**src/rtl/hex_coinc_pkg.sv**
```systemverilog
package hex_coinc_pkg;

  localparam int NUM_LOCAL   = 7;
  localparam int NUM_NBR     = 6;
  localparam int PIX_PER_NBR = 5;
  localparam int NUM_PIX     = NUM_LOCAL + NUM_NBR * PIX_PER_NBR;
  localparam int DLY_W       = 6;
  localparam int WIN_W       = 4;
  localparam int DEAD_W      = 8;
  localparam int ID_W        = 8;
  localparam int DATA_W      = 8;
  localparam int ADDR_W      = $clog2(NUM_PIX + 2);
  localparam int WIN_ADDR    = NUM_PIX;
  localparam int DEAD_ADDR   = NUM_PIX + 1;

  typedef struct packed {
    logic              dlyWe;
    logic [ADDR_W-1:0] dlyIdx;
    logic [DLY_W-1:0]  dlyVal;
    logic              winWe;
    logic [WIN_W-1:0]  winVal;
  } cfgStrobe_t;

  function automatic int dirQ(input int d);
    case (d % 6)
      0: return 1;
      1: return 1;
      2: return 0;
      3: return -1;
      4: return -1;
      default: return 0;
    endcase
  endfunction

  function automatic int dirR(input int d);
    case (d % 6)
      0: return 0;
      1: return -1;
      2: return -1;
      3: return 0;
      4: return 1;
      default: return 1;
    endcase
  endfunction

  // Axial coordinate of a pixel index: centre, first ring, then one sextant
  // of rings two and three per neighbour cluster.
  function automatic int pixQ(input int idx);
    int s, j, ring, step;
    if (idx == 0) return 0;
    if (idx < NUM_LOCAL) return dirQ(idx - 1);
    s    = (idx - NUM_LOCAL) / PIX_PER_NBR;
    j    = (idx - NUM_LOCAL) % PIX_PER_NBR;
    ring = (j < 2) ? 2 : 3;
    step = (j < 2) ? j : j - 2;
    return ring * dirQ(s) + step * dirQ(s + 2);
  endfunction

  function automatic int pixR(input int idx);
    int s, j, ring, step;
    if (idx == 0) return 0;
    if (idx < NUM_LOCAL) return dirR(idx - 1);
    s    = (idx - NUM_LOCAL) / PIX_PER_NBR;
    j    = (idx - NUM_LOCAL) % PIX_PER_NBR;
    ring = (j < 2) ? 2 : 3;
    step = (j < 2) ? j : j - 2;
    return ring * dirR(s) + step * dirR(s + 2);
  endfunction

  function automatic int idxAt(input int q, input int r);
    for (int i = 0; i < NUM_PIX; i++) begin
      if (pixQ(i) == q && pixR(i) == r) return i;
    end
    return -1;
  endfunction

endpackage

```
**src/rtl/hex_coinc_datapath.sv**
```systemverilog
module hex_coinc_datapath
  import hex_coinc_pkg::*;
(
  input  logic                 clk,
  input  logic                 rst,
  input  logic [NUM_PIX-1:0]   pixVec,
  input  cfgStrobe_t           cfgStb,
  output logic                 hit,
  output logic [NUM_LOCAL-1:0] nbrOut
);

  localparam int MAX_DLY = (1 << DLY_W) - 1;
  localparam int NUM_TRI = 2 * NUM_PIX;

  logic [WIN_W-1:0]   winQ;
  logic [NUM_PIX-1:0] dlyVec;
  logic [NUM_PIX-1:0] stretchVec;
  logic [NUM_TRI-1:0] triHit;

  always_ff @(posedge clk) begin
    if (rst) begin
      winQ <= '0;
    end else if (cfgStb.winWe) begin
      winQ <= cfgStb.winVal;
    end
  end

  // Forward the raw local bits to the surrounding clusters.
  always_ff @(posedge clk) begin
    nbrOut <= pixVec[NUM_LOCAL-1:0];
  end

  // Per-pixel delay line and window stretcher.
  for (genvar p = 0; p < NUM_PIX; p++) begin : g_pix
    logic [MAX_DLY-1:0] shiftQ;
    logic [DLY_W-1:0]   dlyQ;
    logic [WIN_W:0]     cntQ;

    always_ff @(posedge clk) begin
      if (rst) begin
        shiftQ <= '0;
        dlyQ   <= '0;
        cntQ   <= '0;
      end else begin
        shiftQ <= {shiftQ[MAX_DLY-2:0], pixVec[p]};
        if (cfgStb.dlyWe && cfgStb.dlyIdx == ADDR_W'(p)) begin
          dlyQ <= cfgStb.dlyVal;
        end
        if (dlyVec[p]) begin
          cntQ <= (WIN_W+1)'(winQ) + 1'b1;
        end else if (cntQ != '0) begin
          cntQ <= cntQ - 1'b1;
        end
      end
    end

    assign dlyVec[p]     = (dlyQ == '0) ? pixVec[p] : shiftQ[dlyQ - 1'b1];
    assign stretchVec[p] = (cntQ != '0);
  end

  // Two triangle orientations anchored at every pixel; kept only where
  // both partners lie inside the region.
  for (genvar a = 0; a < NUM_PIX; a++) begin : g_tri
    localparam int QA  = pixQ(a);
    localparam int RA  = pixR(a);
    localparam int PB  = idxAt(QA + 1, RA);
    localparam int PCA = idxAt(QA, RA + 1);
    localparam int PCB = idxAt(QA + 1, RA - 1);
    if (PB >= 0 && PCA >= 0) begin : g_up
      assign triHit[2*a] = stretchVec[a] & stretchVec[PB] & stretchVec[PCA];
    end else begin : g_up_none
      assign triHit[2*a] = 1'b0;
    end
    if (PB >= 0 && PCB >= 0) begin : g_dn
      assign triHit[2*a+1] = stretchVec[a] & stretchVec[PB] & stretchVec[PCB];
    end else begin : g_dn_none
      assign triHit[2*a+1] = 1'b0;
    end
  end

  assign hit = |triHit;

  AST_STRETCH_COVER: assert property (@(posedge clk) disable iff (rst)
    (dlyVec != '0) |=> ((stretchVec & $past(dlyVec)) == $past(dlyVec)));

  AST_LOCAL_FORWARD: assert property (@(posedge clk) disable iff (rst)
    nbrOut == $past(pixVec[NUM_LOCAL-1:0]));

endmodule

```
**src/rtl/hex_coinc_ctrl.sv**
```systemverilog
module hex_coinc_ctrl
  import hex_coinc_pkg::*;
(
  input  logic              clk,
  input  logic              rst,
  input  logic              cfgWe,
  input  logic [ADDR_W-1:0] cfgAddr,
  input  logic [DATA_W-1:0] cfgData,
  input  logic              hit,
  input  logic [ID_W-1:0]   clusterId,
  output cfgStrobe_t        cfgStb,
  output logic              trigOut,
  output logic [ID_W-1:0]   trigTag
);

  logic [DEAD_W-1:0] deadLenQ;
  logic [DEAD_W:0]   deadCntQ;
  logic              fire;

  always_comb begin
    cfgStb.dlyWe  = cfgWe && (cfgAddr < ADDR_W'(NUM_PIX));
    cfgStb.dlyIdx = cfgAddr;
    cfgStb.dlyVal = cfgData[DLY_W-1:0];
    cfgStb.winWe  = cfgWe && (cfgAddr == ADDR_W'(WIN_ADDR));
    cfgStb.winVal = cfgData[WIN_W-1:0];
  end

  assign fire = hit && (deadCntQ == '0);

  always_ff @(posedge clk) begin
    if (rst) begin
      deadLenQ <= '0;
      deadCntQ <= '0;
      trigOut  <= 1'b0;
      trigTag  <= '0;
    end else begin
      if (cfgWe && cfgAddr == ADDR_W'(DEAD_ADDR)) begin
        deadLenQ <= cfgData[DEAD_W-1:0];
      end
      if (fire) begin
        deadCntQ <= (DEAD_W+1)'(deadLenQ) + 1'b1;
      end else if (deadCntQ != '0) begin
        deadCntQ <= deadCntQ - 1'b1;
      end
      trigOut <= fire;
      trigTag <= fire ? clusterId : '0;
    end
  end

  AST_SINGLE_PULSE: assert property (@(posedge clk) disable iff (rst)
    trigOut |=> !trigOut);

  AST_FIRE_NEEDS_HIT: assert property (@(posedge clk) disable iff (rst)
    trigOut |-> $past(hit));

  AST_TAG_IDLE: assert property (@(posedge clk) disable iff (rst)
    !trigOut |-> (trigTag == '0));

  AST_TAG_MATCH: assert property (@(posedge clk) disable iff (rst)
    trigOut |-> (trigTag == $past(clusterId)));

endmodule

```
**src/rtl/hex_coinc_trigger.sv**
```systemverilog
module hex_coinc_trigger
  import hex_coinc_pkg::*;
(
  input  logic                                 clk,
  input  logic                                 rst,
  input  logic [NUM_LOCAL-1:0]                 localPix,
  input  logic [NUM_NBR*PIX_PER_NBR-1:0]       nbrPix,
  input  logic [ID_W-1:0]                      clusterId,
  input  logic                                 cfgWe,
  input  logic [ADDR_W-1:0]                    cfgAddr,
  input  logic [DATA_W-1:0]                    cfgData,
  output logic                                 trigOut,
  output logic [ID_W-1:0]                      trigTag,
  output logic [NUM_LOCAL-1:0]                 nbrOut
);

  cfgStrobe_t         cfgStb;
  logic               hit;
  logic [NUM_PIX-1:0] pixVec;

  assign pixVec = {nbrPix, localPix};

  hex_coinc_ctrl u_ctrl (
    .clk       (clk),
    .rst       (rst),
    .cfgWe     (cfgWe),
    .cfgAddr   (cfgAddr),
    .cfgData   (cfgData),
    .hit       (hit),
    .clusterId (clusterId),
    .cfgStb    (cfgStb),
    .trigOut   (trigOut),
    .trigTag   (trigTag)
  );

  hex_coinc_datapath u_dp (
    .clk    (clk),
    .rst    (rst),
    .pixVec (pixVec),
    .cfgStb (cfgStb),
    .hit    (hit),
    .nbrOut (nbrOut)
  );

endmodule

```
**config.mk**
```make
export PLATFORM = sky130hd
export DESIGN_NAME = hex_coinc_trigger
export DESIGN_NICKNAME = d
export VERILOG_FILES = /design/src/rtl/hex_coinc_pkg.sv /design/src/rtl/hex_coinc_datapath.sv /design/src/rtl/hex_coinc_ctrl.sv /design/src/rtl/hex_coinc_trigger.sv
export SDC_FILE = /design/constraint.sdc
export NUM_CORES = 2
export LEC_CHECK = 0
export BUFFER_PORTS_ARGS = -buffer_cell sky130_fd_sc_hd__buf_2
export CORE_MARGIN = 1.5
export CORE_UTILIZATION = 57
export CTS_CLUSTER_SIZE = 12
export DETAILED_ROUTE_END_ITERATION = 8
export PLACE_DENSITY = 0.76
export SETUP_SLACK_MARGIN = 0.2
export SYNTH_ARGS = -nofsm -noshare
export SYNTH_HDL_FRONTEND = slang
export SYNTH_HIERARCHICAL = 1
export SYNTH_SLANG_ARGS = --single-unit
export TNS_END_PERCENT = 10
```
**constraint.sdc**
```tcl
create_clock -name clk -period 3.2 [get_ports clk]
set_clock_uncertainty 0.15 [all_clocks]
set_input_delay 0.64 -clock clk [delete_from_list [all_inputs] [get_ports clk]]
set_output_delay 0.64 -clock clk [all_outputs]
set_load 0.03 [all_outputs]
```
==> report_table.html <==
<table>
<tr><th>Metric</th><th>Value</th></tr>
<tr><th colspan="2">Placed design</th></tr>
<tr><td>Final weighted congestion of routability-driven global placement</td><td>0.852</td></tr>
<tr><td># placed instances</td><td>12400</td></tr>
<tr><td>Hpwl dp</td><td>139000 µm</td></tr>
<tr><td>Buffers on Ports</td><td>slightly below 80</td></tr>
<tr><td>Post-placement worst setup slack</td><td>-133 ps</td></tr>
<tr><th colspan="2">Hold path</th></tr>
<tr><td>Min-Delay Path Class</td><td>input port to register</td></tr>
<tr><td>Worst Hold Launch</td><td>rst</td></tr>
<tr><td>End point of the worst hold path</td><td>u_dp/g_pix[29].cntQ[4]</td></tr>
<tr><td>Hold path depth</td><td>3</td></tr>
<tr><th colspan="2">Timing</th></tr>
<tr><td>Share of the clock period used by the worst path after layout</td><td>95.0%</td></tr>
<tr><td>Setup repair after global routing missed its margin</td><td>yes</td></tr>
<tr><td>FMAX</td><td>between 300 and 400 MHz</td></tr>
<tr><td>Setup_tns</td><td>0 ps</td></tr>
<tr><td>Transition at the pin with the smallest max-transition slack</td><td>roughly 1200 ps</td></tr>
<tr><td>Final Hold Violating Endpoints</td><td>0</td></tr>
<tr><td>Worst setup slack after layout</td><td>160 ps</td></tr>
<tr><td>Slew headroom</td><td>21.0%</td></tr>
<tr><td>Clock period minus worst slack</td><td>3040 ps</td></tr>
<tr><td>Final slew viol count</td><td>0</td></tr>
<tr><td>Finish-stage setup viols</td><td>0</td></tr>
<tr><th colspan="2">Logic synthesis</th></tr>
<tr><td>Mapped Nets</td><td>10300</td></tr>
<tr><td>Number of synthesis warnings</td><td>6</td></tr>
<tr><td>Count of mapped cells out of synthesis</td><td>around 10000</td></tr>
<tr><td>Library cells used by synthesis</td><td>around 80</td></tr>
<tr><td>Mean post-synth cell area</td><td>11.1 µm²</td></tr>
<tr><td>Fraction of synthesis flops using an asynchronous set or reset pin</td><td>0%</td></tr>
<tr><td>Number of synthesized register bits</td><td>2775</td></tr>
<tr><td>Mapped Area</td><td>112000 µm²</td></tr>
<tr><td>Sequential element share of the synthesized area</td><td>~50%</td></tr>
<tr><td>Top_reg_cell synth</td><td>sky130_fd_sc_hd__dfxtp_1</td></tr>
<tr><td>Count of flip-flops with a built-in enable after synthesis</td><td>0</td></tr>
<tr><th colspan="2">Route</th></tr>
<tr><td>Count of nets left with antenna violations after detail routing</td><td>0</td></tr>
<tr><td>Via/cell ratio</td><td>roughly 5.5</td></tr>
<tr><td>Length of the first detailed-routing pass in iterations</td><td>5</td></tr>
<tr><td>Final routed wirelength across all metal layers</td><td>220000 µm</td></tr>
<tr><td>Total via count in the routed design</td><td>71100</td></tr>
<tr><td>Number of remaining DRC errors</td><td>0</td></tr>
<tr><td>Routed length per placed instance</td><td>17.0 µm</td></tr>
<tr><td>Drt initial violations</td><td>4577</td></tr>
<tr><th colspan="2">Setup path</th></tr>
<tr><td>Start point of the critical path</td><td>u_dp/g_pix[0].dlyQ[1]</td></tr>
<tr><td>Most used cell, CP</td><td>sky130_fd_sc_hd__buf_4</td></tr>
<tr><td>RR Endpoint</td><td>u_dp/g_pix[0].cntQ[4]</td></tr>
<tr><td>Source of the worst register-to-register timing path</td><td>u_dp/g_pix[0].dlyQ[1]</td></tr>
<tr><td>Worst Setup Start Kind</td><td>register</td></tr>
<tr><td>Bufs and invs on worst path</td><td>3</td></tr>
<tr><td>Top Family by Delay on Critical Path</td><td>compound AO/OA/AOI/OAI gates</td></tr>
<tr><td>Setup crit end kind</td><td>register</td></tr>
<tr><td>Cells along the critical path</td><td>inv_1 -&gt; ha_1 -&gt; xor2_2 -&gt; buf_4 -&gt; mux2i_2 -&gt; o2bb2a_1 -&gt; o221ai_1 -&gt; a211oi_2 -&gt; buf_4 -&gt; mux2_1</td></tr>
<tr><td>Biggest cell delay along the critical path</td><td>around 410 ps</td></tr>
<tr><td>Classification of the worst setup path</td><td>register to register</td></tr>
<tr><td>Arr. time, crit path</td><td>3660 ps</td></tr>
<tr><td>Cell with the largest stage delay on the worst path</td><td>sky130_fd_sc_hd__dfxtp_1</td></tr>
<tr><td>Peak fanout along the critical path</td><td>10</td></tr>
<tr><td>Data required, critical path</td><td>approximately 3800 ps</td></tr>
<tr><td>Worst R2R Setup Slack</td><td>160 ps</td></tr>
<tr><td>Worst reg-to-reg path cell count</td><td>10</td></tr>
<tr><th colspan="2">Pwr</th></tr>
<tr><td>Pint</td><td>approximately 0.056 W</td></tr>
<tr><td>Static power due to leakage</td><td>49.3 nW</td></tr>
<tr><td>Logic gate share of total power</td><td>7.6%</td></tr>
<tr><td>Net switching power figure</td><td>0.0166 W</td></tr>
<tr><td>Worst voltage drop across the vdd grid</td><td>~0.63 mV</td></tr>
<tr><td>Sequential Power Share</td><td>between 40 and 50%</td></tr>
<tr><td>Ratio of total power to cell area</td><td>581 nW/µm²</td></tr>
<tr><td>Share of power burned in the clock network</td><td>between 40% and 50%</td></tr>
<tr><td>Switching Share</td><td>a little under a quarter</td></tr>
<tr><th colspan="2">Clock tree</th></tr>
<tr><td>Clk sink count</td><td>roughly 2800</td></tr>
<tr><td>Post-CTS clock slew at the launch and capture registers of the worst setup and hold paths</td><td>roughly 60 ps</td></tr>
<tr><td>Source-to-sink clock delay at the later pin of the worst-skew pair</td><td>930 ps</td></tr>
<tr><td>CTS tree</td><td>built</td></tr>
<tr><td>Cts bufs inserted</td><td>301</td></tr>
<tr><td>Library cell used as clock root buffer</td><td>sky130_fd_sc_hd__clkbuf_16</td></tr>
<tr><td>H-tree levels</td><td>5</td></tr>
<tr><td>Deepest clock path buffer count</td><td>4</td></tr>
<tr><th colspan="2">Global route</th></tr>
<tr><td>Initial antenna violation count</td><td>3</td></tr>
<tr><td>Via count of the first global-routing pass</td><td>71600</td></tr>
<tr><td>Maximum number of pins on one net before global-route repair</td><td>223</td></tr>
<tr><td>Overflow left after global routing</td><td>0</td></tr>
<tr><td>Overall fraction of global-route tracks in use</td><td>about 22%</td></tr>
<tr><td>Wire length of the first global-routing pass</td><td>364000 µm</td></tr>
<tr><th colspan="2">Final layout</th></tr>
<tr><td>Fraction of final layout cells sized beyond drive strength 1</td><td>15.9%</td></tr>
<tr><td>Final cell count without fillers</td><td>13000</td></tr>
<tr><td>Area used by multi-input combinational logic</td><td>53200 µm²</td></tr>
<tr><td>Area added between synthesis and finish</td><td>11.8%</td></tr>
<tr><td>Most used cells in the layout excluding fill and tap cells</td><td>sky130_fd_sc_hd__dfxtp_1 (2754), sky130_fd_sc_hd__nor2b_1 (2458), sky130_fd_sc_hd__nor2_1 (517), sky130_fd_sc_hd__mux4_2 (471), sky130_fd_sc_hd__mux2i_1 (376)</td></tr>
<tr><td>Most common cell after layout, fill and taps aside</td><td>sky130_fd_sc_hd__dfxtp_1</td></tr>
<tr><td>Sequential Area</td><td>55600 µm²</td></tr>
<tr><td>Fin nets</td><td>10400</td></tr>
<tr><td>Total of fill cells in the finished design</td><td>14800</td></tr>
<tr><th colspan="2">Floorplan</th></tr>
<tr><td>Die boundary height</td><td>447 µm</td></tr>
<tr><td>Die footprint</td><td>about 200000 µm²</td></tr>
<tr><td>Number of cell rows</td><td>162</td></tr>
<tr><td>Die width</td><td>447 µm</td></tr>
<tr><td>Total core area</td><td>195000 µm²</td></tr>
<tr><td>IO Count</td><td>slightly below 80</td></tr>
<tr><td>Effective utilization at floorplan</td><td>57.6%</td></tr>
<tr><th colspan="2">Run</th></tr>
<tr><td>MaxCap Viol Count</td><td>0</td></tr>
<tr><th colspan="2">Status</th></tr>
<tr><td>Status</td><td>finished, final reports clean</td></tr>
</table>
timing repair:
action,in CTS,in global routing
cloned,0,1
endpoints found under the hold margin,54,0
resized for setup,33,105
setup endpoints to repair,111,181
setup buffers,1,22
hold buffers,47,0
pin swaps,4,9
synth_stat cells, drive strengths merged, types with 40 or more instances:
master / number / area share (%)
nand3: 103 / 0.46
a21oi: 236 / 1.1
a31oi: 68 / 0.38
or3: 143 / 0.94
nand2: 362 / 1.2
inv: 187 / 0.62
ha: 151 / 1.7
clkbuf: 497 / 1.7
nand2b: 73 / 0.41
mux2: 215 / 2.2
xor2: 40 / 0.54
nor2: 521 / 1.7
buf: 213 / 1.5
nor2b: 2458 / 14
o22ai: 41 / 0.23
o31ai: 76 / 0.52
xnor2: 119 / 0.93
mux4: 555 / 11
a211oi: 69 / 0.62
mux2i: 381 / 3.4
o21ai: 204 / 0.91
nor3b: 106 / 0.74
dfxtp: 2775 / 49
nor3: 134 / 0.61
worst max path at each step:
stage	cells after the start	end	slack [ps]
2_1_floorplan	13	u_ctrl/trigTag[0]	110
4_1_cts	11	u_dp/g_pix[1].cntQ[2]	100
5_1_grt	10	u_dp/g_pix[16].cntQ[0]	60
3_5_place_dp	11	u_dp/g_pix[24].dlyQ[1]	-130
6_report	10	u_dp/g_pix[0].cntQ[4]	160
3_3_place_gp	11	u_dp/g_pix[24].dlyQ[1]	-50
layer usage:
metal / GRT usage, % / share of wire (%) / up-vias
met5: 0 / 0.0059 / -
met4: 7.52 / 3.1 / 2
met3: 3.11 / 3.7 / 446
met2: 36.7 / 48 / 1199
met1: 28.8 / 45 / 34800
li1: - / - / 34700
power by group through the flow:
stage / clock (W) / sequential, W / combinational (W)
floorplan: 0 / 0.0361 / 0.00393
global placement: 0 / 0.0361 / 0.00506
detailed placement: 0 / 0.0362 / 0.00529
CTS: 0.0328 / 0.0354 / 0.00539
global route: 0.0342 / 0.0355 / 0.00612
finish: 0.0320 / 0.0354 / 0.00552
cell families (layout without fill, tap and decap cells):
logic type	count (synthesis)	after routing	share of synthesized area, %
adder cells (fa/ha/maj)	151	151	1.68
multiplexers	1151	1151	16.9
XOR/XNOR	159	159	1.47
flip-flops	2775	2775	49.4
buffers and inverters	897	1102	3.86
AND/OR/NAND/NOR	4053	4053	20.8
other	0	1	0
AO/OA/AOI/OAI	943	943	5.84
flip-flops by register name, indices dropped and copies added (netlist names):
name / count
u_ctrl/deadCntQ: 9
u_ctrl/trigOut: 1
u_dp/nbrOut: 7
u_ctrl/deadLenQ: 8
u_ctrl/trigTag: 8
u_dp/g_pix.cntQ: 185
u_dp/winQ: 4
u_dp/g_pix.dlyQ: 222
u_dp/g_pix.shiftQ: 2331
stage by stage:
step / util (%) / area, µm² / total power (W) / hold WS, ps
floorplan: - / 113000 / 0.0401 / 279
CTS: 64.0 / 125000 / 0.0736 / 28.9
global route: 64.3 / 126000 / 0.0758 / 76.4
global placement: 59.1 / 115000 / 0.0412 / 285
finish: 64.3 / 126000 / 0.0730 / 132
detailed placement: 59.1 / 115000 / 0.0415 / 292
final cells by class:
cell class,count,share of cell area (%)
sequential,2775,44.2
multi-input combinational,6457,42.3
clock buffer,424,6.85
timing repair buffer,462,3.16
tap,2624,2.61
inverter,187,0.558
clock inverter,29,0.292
antenna,1,0.00199
tightest hold or removal path: stages:
cell and delay, ps:
sky130_fd_sc_hd__buf_12 170, sky130_fd_sc_hd__nor2_1 150, sky130_fd_sc_hd__mux2_1 120
Note: power is estimated with default switching activity, not from simulation.
